`src/rtl/strcmp_pkg.sv`:
```
package strcmp_pkg;
  localparam int VEC_W   = 16;
  localparam int LEN_W   = 5;
  localparam int OUT_W   = 128;
  localparam int IDX_W   = 5;
  localparam int BYTE_W  = OUT_W / VEC_W;
  localparam int WORD_W  = 2 * BYTE_W;
  localparam int WORD_N  = VEC_W / 2;
  localparam int FLAG_W  = 6;

  localparam int F_CARRY  = 0;
  localparam int F_PARITY = 1;
  localparam int F_AUX    = 2;
  localparam int F_ZERO   = 3;
  localparam int F_SIGN   = 4;
  localparam int F_OVF    = 5;

  localparam int C_WIDTH   = 0;
  localparam int C_VARIANT = 6;
endpackage

```
`src/rtl/strcmp_mask_expand.sv`:
```
module strcmp_mask_expand
  import strcmp_pkg::*;
(
  input  logic [VEC_W-1:0] eff_vec,
  input  logic             word_mode,
  input  logic             expand,
  output logic [OUT_W-1:0] mask
);
  logic [OUT_W-1:0] byte_mask;
  logic [OUT_W-1:0] word_mask;

  for (genvar g = 0; g < VEC_W; g++) begin : g_byte
    assign byte_mask[g*BYTE_W +: BYTE_W] = {BYTE_W{eff_vec[g]}};
  end
  for (genvar g = 0; g < WORD_N; g++) begin : g_word
    assign word_mask[g*WORD_W +: WORD_W] = {WORD_W{eff_vec[g]}};
  end

  always_comb begin
    if (!expand)        mask = {{(OUT_W-VEC_W){1'b0}}, eff_vec};
    else if (word_mode) mask = word_mask;
    else                mask = byte_mask;
  end
endmodule

```
`src/rtl/strcmp_index_find.sv`:
```
module strcmp_index_find
  import strcmp_pkg::*;
(
  input  logic [VEC_W-1:0] eff_vec,
  input  logic [IDX_W-1:0] elem_cnt,
  input  logic             from_top,
  output logic [IDX_W-1:0] index
);
  always_comb begin
    index = elem_cnt;
    if (from_top) begin
      for (int i = 0; i < VEC_W; i++)
        if (eff_vec[i]) index = IDX_W'(i);
    end else begin
      for (int i = VEC_W-1; i >= 0; i--)
        if (eff_vec[i]) index = IDX_W'(i);
    end
  end
endmodule

```
`src/rtl/strcmp_flag_gen.sv`:
```
module strcmp_flag_gen
  import strcmp_pkg::*;
(
  input  logic [VEC_W-1:0]  eff_vec,
  input  logic [LEN_W-1:0]  len_a,
  input  logic [LEN_W-1:0]  len_b,
  input  logic [IDX_W-1:0]  elem_cnt,
  output logic [FLAG_W-1:0] flags
);
  always_comb begin
    flags           = '0;
    flags[F_CARRY]  = |eff_vec;
    flags[F_SIGN]   = (len_a < elem_cnt);
    flags[F_ZERO]   = (len_b < elem_cnt);
    flags[F_OVF]    = eff_vec[0];
  end
endmodule

```
`src/rtl/strcmp_result_stage.sv`:
```
module strcmp_result_stage
  import strcmp_pkg::*;
#(
  parameter bit PIPE_EN = 1'b1
) (
  input  logic              clk,
  input  logic              rst_n,
  input  logic              in_valid,
  input  logic [VEC_W-1:0]  match_vec,
  input  logic [LEN_W-1:0]  len_a,
  input  logic [LEN_W-1:0]  len_b,
  input  logic [7:0]        ctrl,
  input  logic              sel_index,
  output logic              out_valid,
  output logic [OUT_W-1:0]  mask_out,
  output logic [IDX_W-1:0]  index_out,
  output logic [FLAG_W-1:0] flags_out
);
  logic             word_mode;
  logic             variant;
  logic [IDX_W-1:0] elem_cnt;
  logic [VEC_W-1:0] eff_vec;
  logic [OUT_W-1:0] mask_raw;
  logic [IDX_W-1:0] index_raw;
  logic [FLAG_W-1:0] flags_nx;
  logic [OUT_W-1:0] mask_nx;
  logic [IDX_W-1:0] index_nx;
  logic             unused_ctrl;

  assign word_mode   = ctrl[C_WIDTH];
  assign variant     = ctrl[C_VARIANT];
  assign unused_ctrl = ^{ctrl[7], ctrl[5:1]};
  assign elem_cnt    = word_mode ? IDX_W'(WORD_N) : IDX_W'(VEC_W);
  assign eff_vec     = word_mode ? {{(VEC_W-WORD_N){1'b0}}, match_vec[WORD_N-1:0]} : match_vec;

  strcmp_mask_expand u_mask (
    .eff_vec(eff_vec), .word_mode(word_mode), .expand(variant), .mask(mask_raw));
  strcmp_index_find u_index (
    .eff_vec(eff_vec), .elem_cnt(elem_cnt), .from_top(variant), .index(index_raw));
  strcmp_flag_gen u_flags (
    .eff_vec(eff_vec), .len_a(len_a), .len_b(len_b), .elem_cnt(elem_cnt), .flags(flags_nx));

  always_comb begin
    mask_nx  = sel_index ? '0 : mask_raw;
    index_nx = sel_index ? index_raw : '0;
  end

  logic             sel_q;
  logic [IDX_W-1:0] cnt_q;

  if (PIPE_EN) begin : g_pipe
    logic             valid_q;
    logic [OUT_W-1:0] mask_q;
    logic [IDX_W-1:0] index_q;
    logic [FLAG_W-1:0] flags_q;
    logic             sel_r;
    logic [IDX_W-1:0] cnt_r;

    always_ff @(posedge clk or negedge rst_n) begin
      if (!rst_n) begin
        valid_q <= 1'b0;
        mask_q  <= '0;
        index_q <= '0;
        flags_q <= '0;
        sel_r   <= 1'b0;
        cnt_r   <= '0;
      end else begin
        valid_q <= in_valid;
        if (in_valid) begin
          mask_q  <= mask_nx;
          index_q <= index_nx;
          flags_q <= flags_nx;
          sel_r   <= sel_index;
          cnt_r   <= elem_cnt;
        end
      end
    end

    assign out_valid = valid_q;
    assign mask_out  = mask_q;
    assign index_out = index_q;
    assign flags_out = flags_q;
    assign sel_q     = sel_r;
    assign cnt_q     = cnt_r;

    assert_valid_latency_R12: assert property (@(posedge clk) disable iff (!rst_n)
      in_valid |=> out_valid);
    assert_hold_idle_R12: assert property (@(posedge clk) disable iff (!rst_n)
      !in_valid |=> $stable(mask_out) && $stable(index_out) && $stable(flags_out));
  end else begin : g_comb
    assign out_valid = in_valid;
    assign mask_out  = mask_nx;
    assign index_out = index_nx;
    assign flags_out = flags_nx;
    assign sel_q     = sel_index;
    assign cnt_q     = elem_cnt;
  end

  assert_notfound_R6: assert property (@(posedge clk) disable iff (!rst_n)
    (out_valid && sel_q && !flags_out[F_CARRY]) |-> (index_out == cnt_q));
  assert_index_range_R4: assert property (@(posedge clk) disable iff (!rst_n)
    (out_valid && sel_q && flags_out[F_CARRY]) |-> (index_out < cnt_q));
  assert_ovf_carry_R9: assert property (@(posedge clk) disable iff (!rst_n)
    flags_out[F_OVF] |-> flags_out[F_CARRY]);
  assert_unused_zero_R11: assert property (@(posedge clk) disable iff (!rst_n)
    out_valid |-> (sel_q ? (mask_out == '0) : (index_out == '0)));
endmodule

```
`config.mk`:
```
export PLATFORM = sky130hd
export DESIGN_NAME = strcmp_result_stage
export DESIGN_NICKNAME = d
export VERILOG_FILES = /design/src/rtl/strcmp_pkg.sv /design/src/rtl/strcmp_mask_expand.sv /design/src/rtl/strcmp_index_find.sv /design/src/rtl/strcmp_flag_gen.sv /design/src/rtl/strcmp_result_stage.sv
export SDC_FILE = /design/constraint.sdc
export NUM_CORES = 1
export LEC_CHECK = 0
export BUFFER_PORTS_ARGS = -buffer_cell sky130_fd_sc_hd__buf_2
export CAP_MARGIN = 20
export CORE_ASPECT_RATIO = 0.6
export CORE_MARGIN = 8
export CORE_UTILIZATION = 47
export CTS_CLUSTER_SIZE = 28
export DETAILED_ROUTE_END_ITERATION = 10
export PLACE_DENSITY = 0.87
export REMOVE_ABC_BUFFERS = 1
export SLEW_MARGIN = 20
export SYNTH_ARGS = -nofsm -noshare
export SYNTH_HDL_FRONTEND = slang
export SYNTH_SLANG_ARGS = --single-unit
```
`constraint.sdc`:
```
create_clock -name clk -period 2.75 [get_ports clk]
set_input_delay 0.55 -clock clk [delete_from_list [all_inputs] [get_ports clk]]
set_output_delay 0.55 -clock clk [all_outputs]
set_load 0.01 [all_outputs]
```
Word-level counts from Yosys, hierarchy flattened --
Cells that the tools add are included.
Word-level totals: register bits 138, input bits 38, output and inout bits 140, logic and storage cells 46
Cells by class: order comparisons 2, multiplexer cells 39, reductions and logical operators 1
Operator list (number):
- 128-bit 2-to-1 mux | 3
- 5-bit 2-to-1 mux | 35
- 16-bit 2-to-1 mux | 1
- 16-bit OR reduction | 1
- 5-bit < comparator | 2

Depth between registers and ports, before layout --
depth in word-level cells 19, gate-level depth with buffers 6

Modules after synthesis --
A second synthesis with hierarchy kept.
Unflattened totals: cell total of the unflattened synthesis 865, area total of the unflattened synthesis 7773.7 sq um
Modules (own cells, without submodules):
- strcmp_result_stage | times used 1, cells an instance 599, area each 6047.0 sq um, sequential area each 3503.4 sq um
- strcmp_mask_expand | times used 1, cells an instance 172, area each 1144.8 sq um, sequential area each 0.0 sq um
- strcmp_index_find | times used 1, cells an instance 59, area each 322.8 sq um, sequential area each 0.0 sq um
- strcmp_flag_gen | times used 1, cells an instance 35, area each 259.0 sq um, sequential area each 0.0 sq um

Worst setup path before layout --
Ideal clock, no wire load.
path type input to register, start point input port match_vec[2], end point register g_pipe.index_q[0] (netlist: index_out[0]), library setup time 0.086 ns, arrival time 1.679 ns, setup slack 0.985 ns, stages 6, buffers on the path 1, cell sequence buf_6 > nand2b_4 > a221oi_2 > nor3_1 > or4_1 > a32oi_1
On the way: cells in the longest elaborated chain, start to end 17
RTL lines:
- start: declaration | RTL line strcmp_result_stage.sv:9 | input logic [VEC_W-1:0] match_vec,
- 16-bit 2-to-1 mux (*) | RTL line strcmp_result_stage.sv:34 | assign eff_vec = word_mode ? {{(VEC_W-WORD_N){1'b0}}, match_vec[WORD_N-1:0]} : match_vec;
- 5-bit 2-to-1 mux (14 in series) | RTL line strcmp_index_find.sv:13 | if (eff_vec[i]) index = IDX_W'(i);
- 5-bit 2-to-1 mux (*) | RTL line strcmp_index_find.sv:11 | if (from_top) begin
- 5-bit 2-to-1 mux (*) | RTL line strcmp_result_stage.sv:45 | index_nx = sel_index ? index_raw : '0;
- end signal: assignment | RTL line strcmp_result_stage.sv:71 | index_q <= index_nx;
- end: declaration | RTL line strcmp_result_stage.sv:54 | logic [IDX_W-1:0] index_q;
Mark *: on every way between the ends. The rest lies on a longest branch, timed or not. A chain may end at the register's enable or synchronous reset.

==> results.json <==
{
  "grt_start_max_net_pins": 41,
  "path_max_fanout": 16,
  "switching_share": 0.333,
  "finalCritPeriodShare": 0.631,
  "drt_pre_antenna_iters": 4,
  "initial_core_util": 0.482,
  "relSlewSlack": 0.401,
  "globalRouteOverflowTotal": 0,
  "path_cells": "buf_2 -> nand2b_1 -> or2_0 -> buf_4 -> o2bb2ai_1",
  "synthToLayoutAreaGrowth_pct": 4.28,
  "synthCells": 310,
  "clkPwrFrac": 0.256,
  "synth_edf_count": 0,
  "slew_viol_final": 0,
  "arrival_ns": 1.95,
  "min_period_ns": 1.74,
  "end_kind": "flop",
  "coreArea_mm2": 0.00606,
  "fp.dieW_um": 118,
  "io_buffer_count": 163,
  "cts_resized": 0,
  "drt_iter0_markers": 102,
  "grt_use_met2": 0.279,
  "cts_made_buffers": 5,
  "antenna_cells": 0,
  "rsz0062_at_grt": "no",
  "worst-setup-path-type": "input port to flop",
  "syn_area_per_cell_um2": 9.42,
  "cts_hold_buffers": 0,
  "nets": 405,
  "finalInstanceArea_mm2": 0.00305,
  "path_buf_inv": 2,
  "antenna_found_initial": 0,
  "die_y_um": 77.1,
  "cts.sinks": 40,
  "clk_path_buf_depth": 2,
  "cpPeakStageDelay_ns": 0.40,
  "ys_types": 38,
  "clock-root-buffer": "clkbuf_8",
  "routed_wl_mm": 7.89,
  "postSynth.asyncResetShare": 1.00,
  "rr_worst_depth": 3,
  "gr-usage-met1": 0.204,
  "met3_usage": 0.0694,
  "wire_per_inst_um": 17.6,
  "cellPowerDensity_mw_per_mm2": 474,
  "cp-start-kind": "input port",
  "num_vias": 2281,
  "cp_top_family": "simple AND/OR/NAND/NOR gates",
  "fin_setup_tns_ns": 0,
  "synth-seq-cells": 40,
  "worstSetupPathDepth": 5,
  "clk_latency_ns": 0.28,
  "tightest_slew_ns": 0.898,
  "slowest_stage": "or2_0",
  "peakVddDrop_v": 0.000265,
  "hold_viol_final": 0,
  "synth_flop_cell": "dfrtp_1",
  "dpl_cell_area_mm2": 0.00297,
  "dp_hpwl_mm": 6.18,
  "grt_pass1_vias": 2245,
  "ios": 178,
  "gp_congestion": 0.812,
  "viasPerCell": 5.08,
  "clk_pin_slew_ns": 0.08,
  "grt.busiest_layer": "met2",
  "combPwrFrac": 0.280,
  "power.internal_mw": 0.963,
  "setup_viol": 0,
  "grt_pass1_wl_mm": 12.6,
  "fmax_mhz": 576,
  "p_switching_mw": 0.481,
  "cts_setup_buffers": 0,
  "die-area_mm2": 0.00908,
  "drv_cap": 0,
  "synth_warnings": 0,
  "drcViolationCount": 0,
  "ys_seq_area_frac": 0.343,
  "crit_required_ns": 2.97,
  "ant_nets": 0,
  "drive_gt1_frac": 0.488,
  "seqPwrFrac": 0.464,
  "htree_levels": 2,
  "grtUsageTotal": 0.168,
  "hold_path_class": "input port to asynchronous set/reset pin",
  "clock_skew_ns": 0,
  "outcome": "finished, final reports clean",
  "p_leak_nw": 1.73,
  "core.rowCount": 22,
  "netlist_area_mm2": 0.00292,
  "cts_tree": "done"
}
[power by group through the flow]
stage | combinational (mW) | clock [mW] | sequential [mW]
floorplan | 0.102 | 0 | 0.753
global placement | 0.404 | 0 | 0.678
detailed placement | 0.410 | 0 | 0.681
CTS | 0.412 | 0.382 | 0.670
global route | 0.442 | 0.413 | 0.678
finish | 0.405 | 0.370 | 0.669
[flip-flops by register name (all words and copies together), names as in the netlist]
signal     count
mask_out      30
out_valid      1
index_out      5
flags_out      4
[final cells by class]
class                      instances  area [um2]
clock inverter                     1        5.00
fill                             590        3010
multi-input combinational        144         995
inverter                           8        30.0
timing repair buffer             166         838
tap                               84         105
sequential                        40        1000
clock buffer                       6        72.6
[final timing paths]
check                                end  slack (ns)          from
max in group asynchronous   index_out[4]        1.80         rst_n
setup reg to reg            index_out[0]        1.71  index_out[0]
hold / removal               mask_out[1]        0.38         rst_n
setup / recovery           mask_out[111]        1.01      in_valid
min in group clk             mask_out[5]        0.48   mask_out[5]
hold reg to reg              mask_out[5]        0.48   mask_out[5]
[synth_stat cells, drive strengths merged (2+ instances only)]
| cell | n | share of area |
|---|---|---|
| nor3 | 5 | 0.0086 |
| a21oi | 24 | 0.041 |
| nand2 | 4 | 0.0051 |
| or4 | 2 | 0.0056 |
| clkbuf | 14 | 0.039 |
| inv | 8 | 0.010 |
| a211oi | 5 | 0.013 |
| buf | 105 | 0.27 |
| nor2 | 18 | 0.023 |
| mux2i | 15 | 0.051 |
| nand3 | 4 | 0.0069 |
| mux2 | 3 | 0.012 |
| nand2b | 5 | 0.013 |
| nor4 | 5 | 0.011 |
| ha | 2 | 0.0086 |
| dfrtp | 40 | 0.34 |
| o21ai | 6 | 0.010 |
| o2bb2ai | 31 | 0.093 |
[cell families after synthesis]
| family | Yosys count | synth area share |
|---|---|---|
| AOI/OAI and AO/OA | 75 | 0.184 |
| adders and majority gates | 2 | 0.00856 |
| buffers and inverters | 127 | 0.318 |
| DFF | 40 | 0.343 |
| muxes | 18 | 0.0630 |
| other | 1 | 0.00128 |
| and+or+nand+nor | 47 | 0.0827 |
[metal layers]
layer | vias to the layer above | wire, um
met1 | 1083 | 3280
met4 | 0 | 15
met5 | - | 0
met2 | 105 | 3810
li1 | 1089 | -
met3 | 4 | 781
[layout by cell type (no fill, tap or decap), types with 2 or more instances in the layout]
cell type	instances
clkbuf_8	5
conb_1	2
a21oi_1	24
inv_1	8
o2bb2ai_1	31
nor2_1	18
nor3_1	5
a211oi_1	5
dfrtp_1	40
buf_2	163
nand3_1	4
o21ai_0	6
buf_4	3
mux2i_1	15
nor4_1	5
ha_1	2
nand2_1	4
nand2b_1	4
mux2_2	3
[through the flow]
step / worst slack, ns / hold WS (ns) / utilization / total power, mW / cells
after detailed placement: 0.664 / 0.468 / 0.490 / 1.09 / 442
after global routing: 0.887 / 0.471 / 0.503 / 1.53 / 449
final: 1.01 / 0.378 / 0.503 / 1.44 / 449
after global placement: 0.713 / 0.466 / 0.490 / 1.08 / 442
after floorplan: 1.11 / 0.254 / - / 0.855 / 192
after CTS: 0.974 / 0.419 / 0.503 / 1.46 / 449
Note: power is estimated with default switching activity, not from simulation.
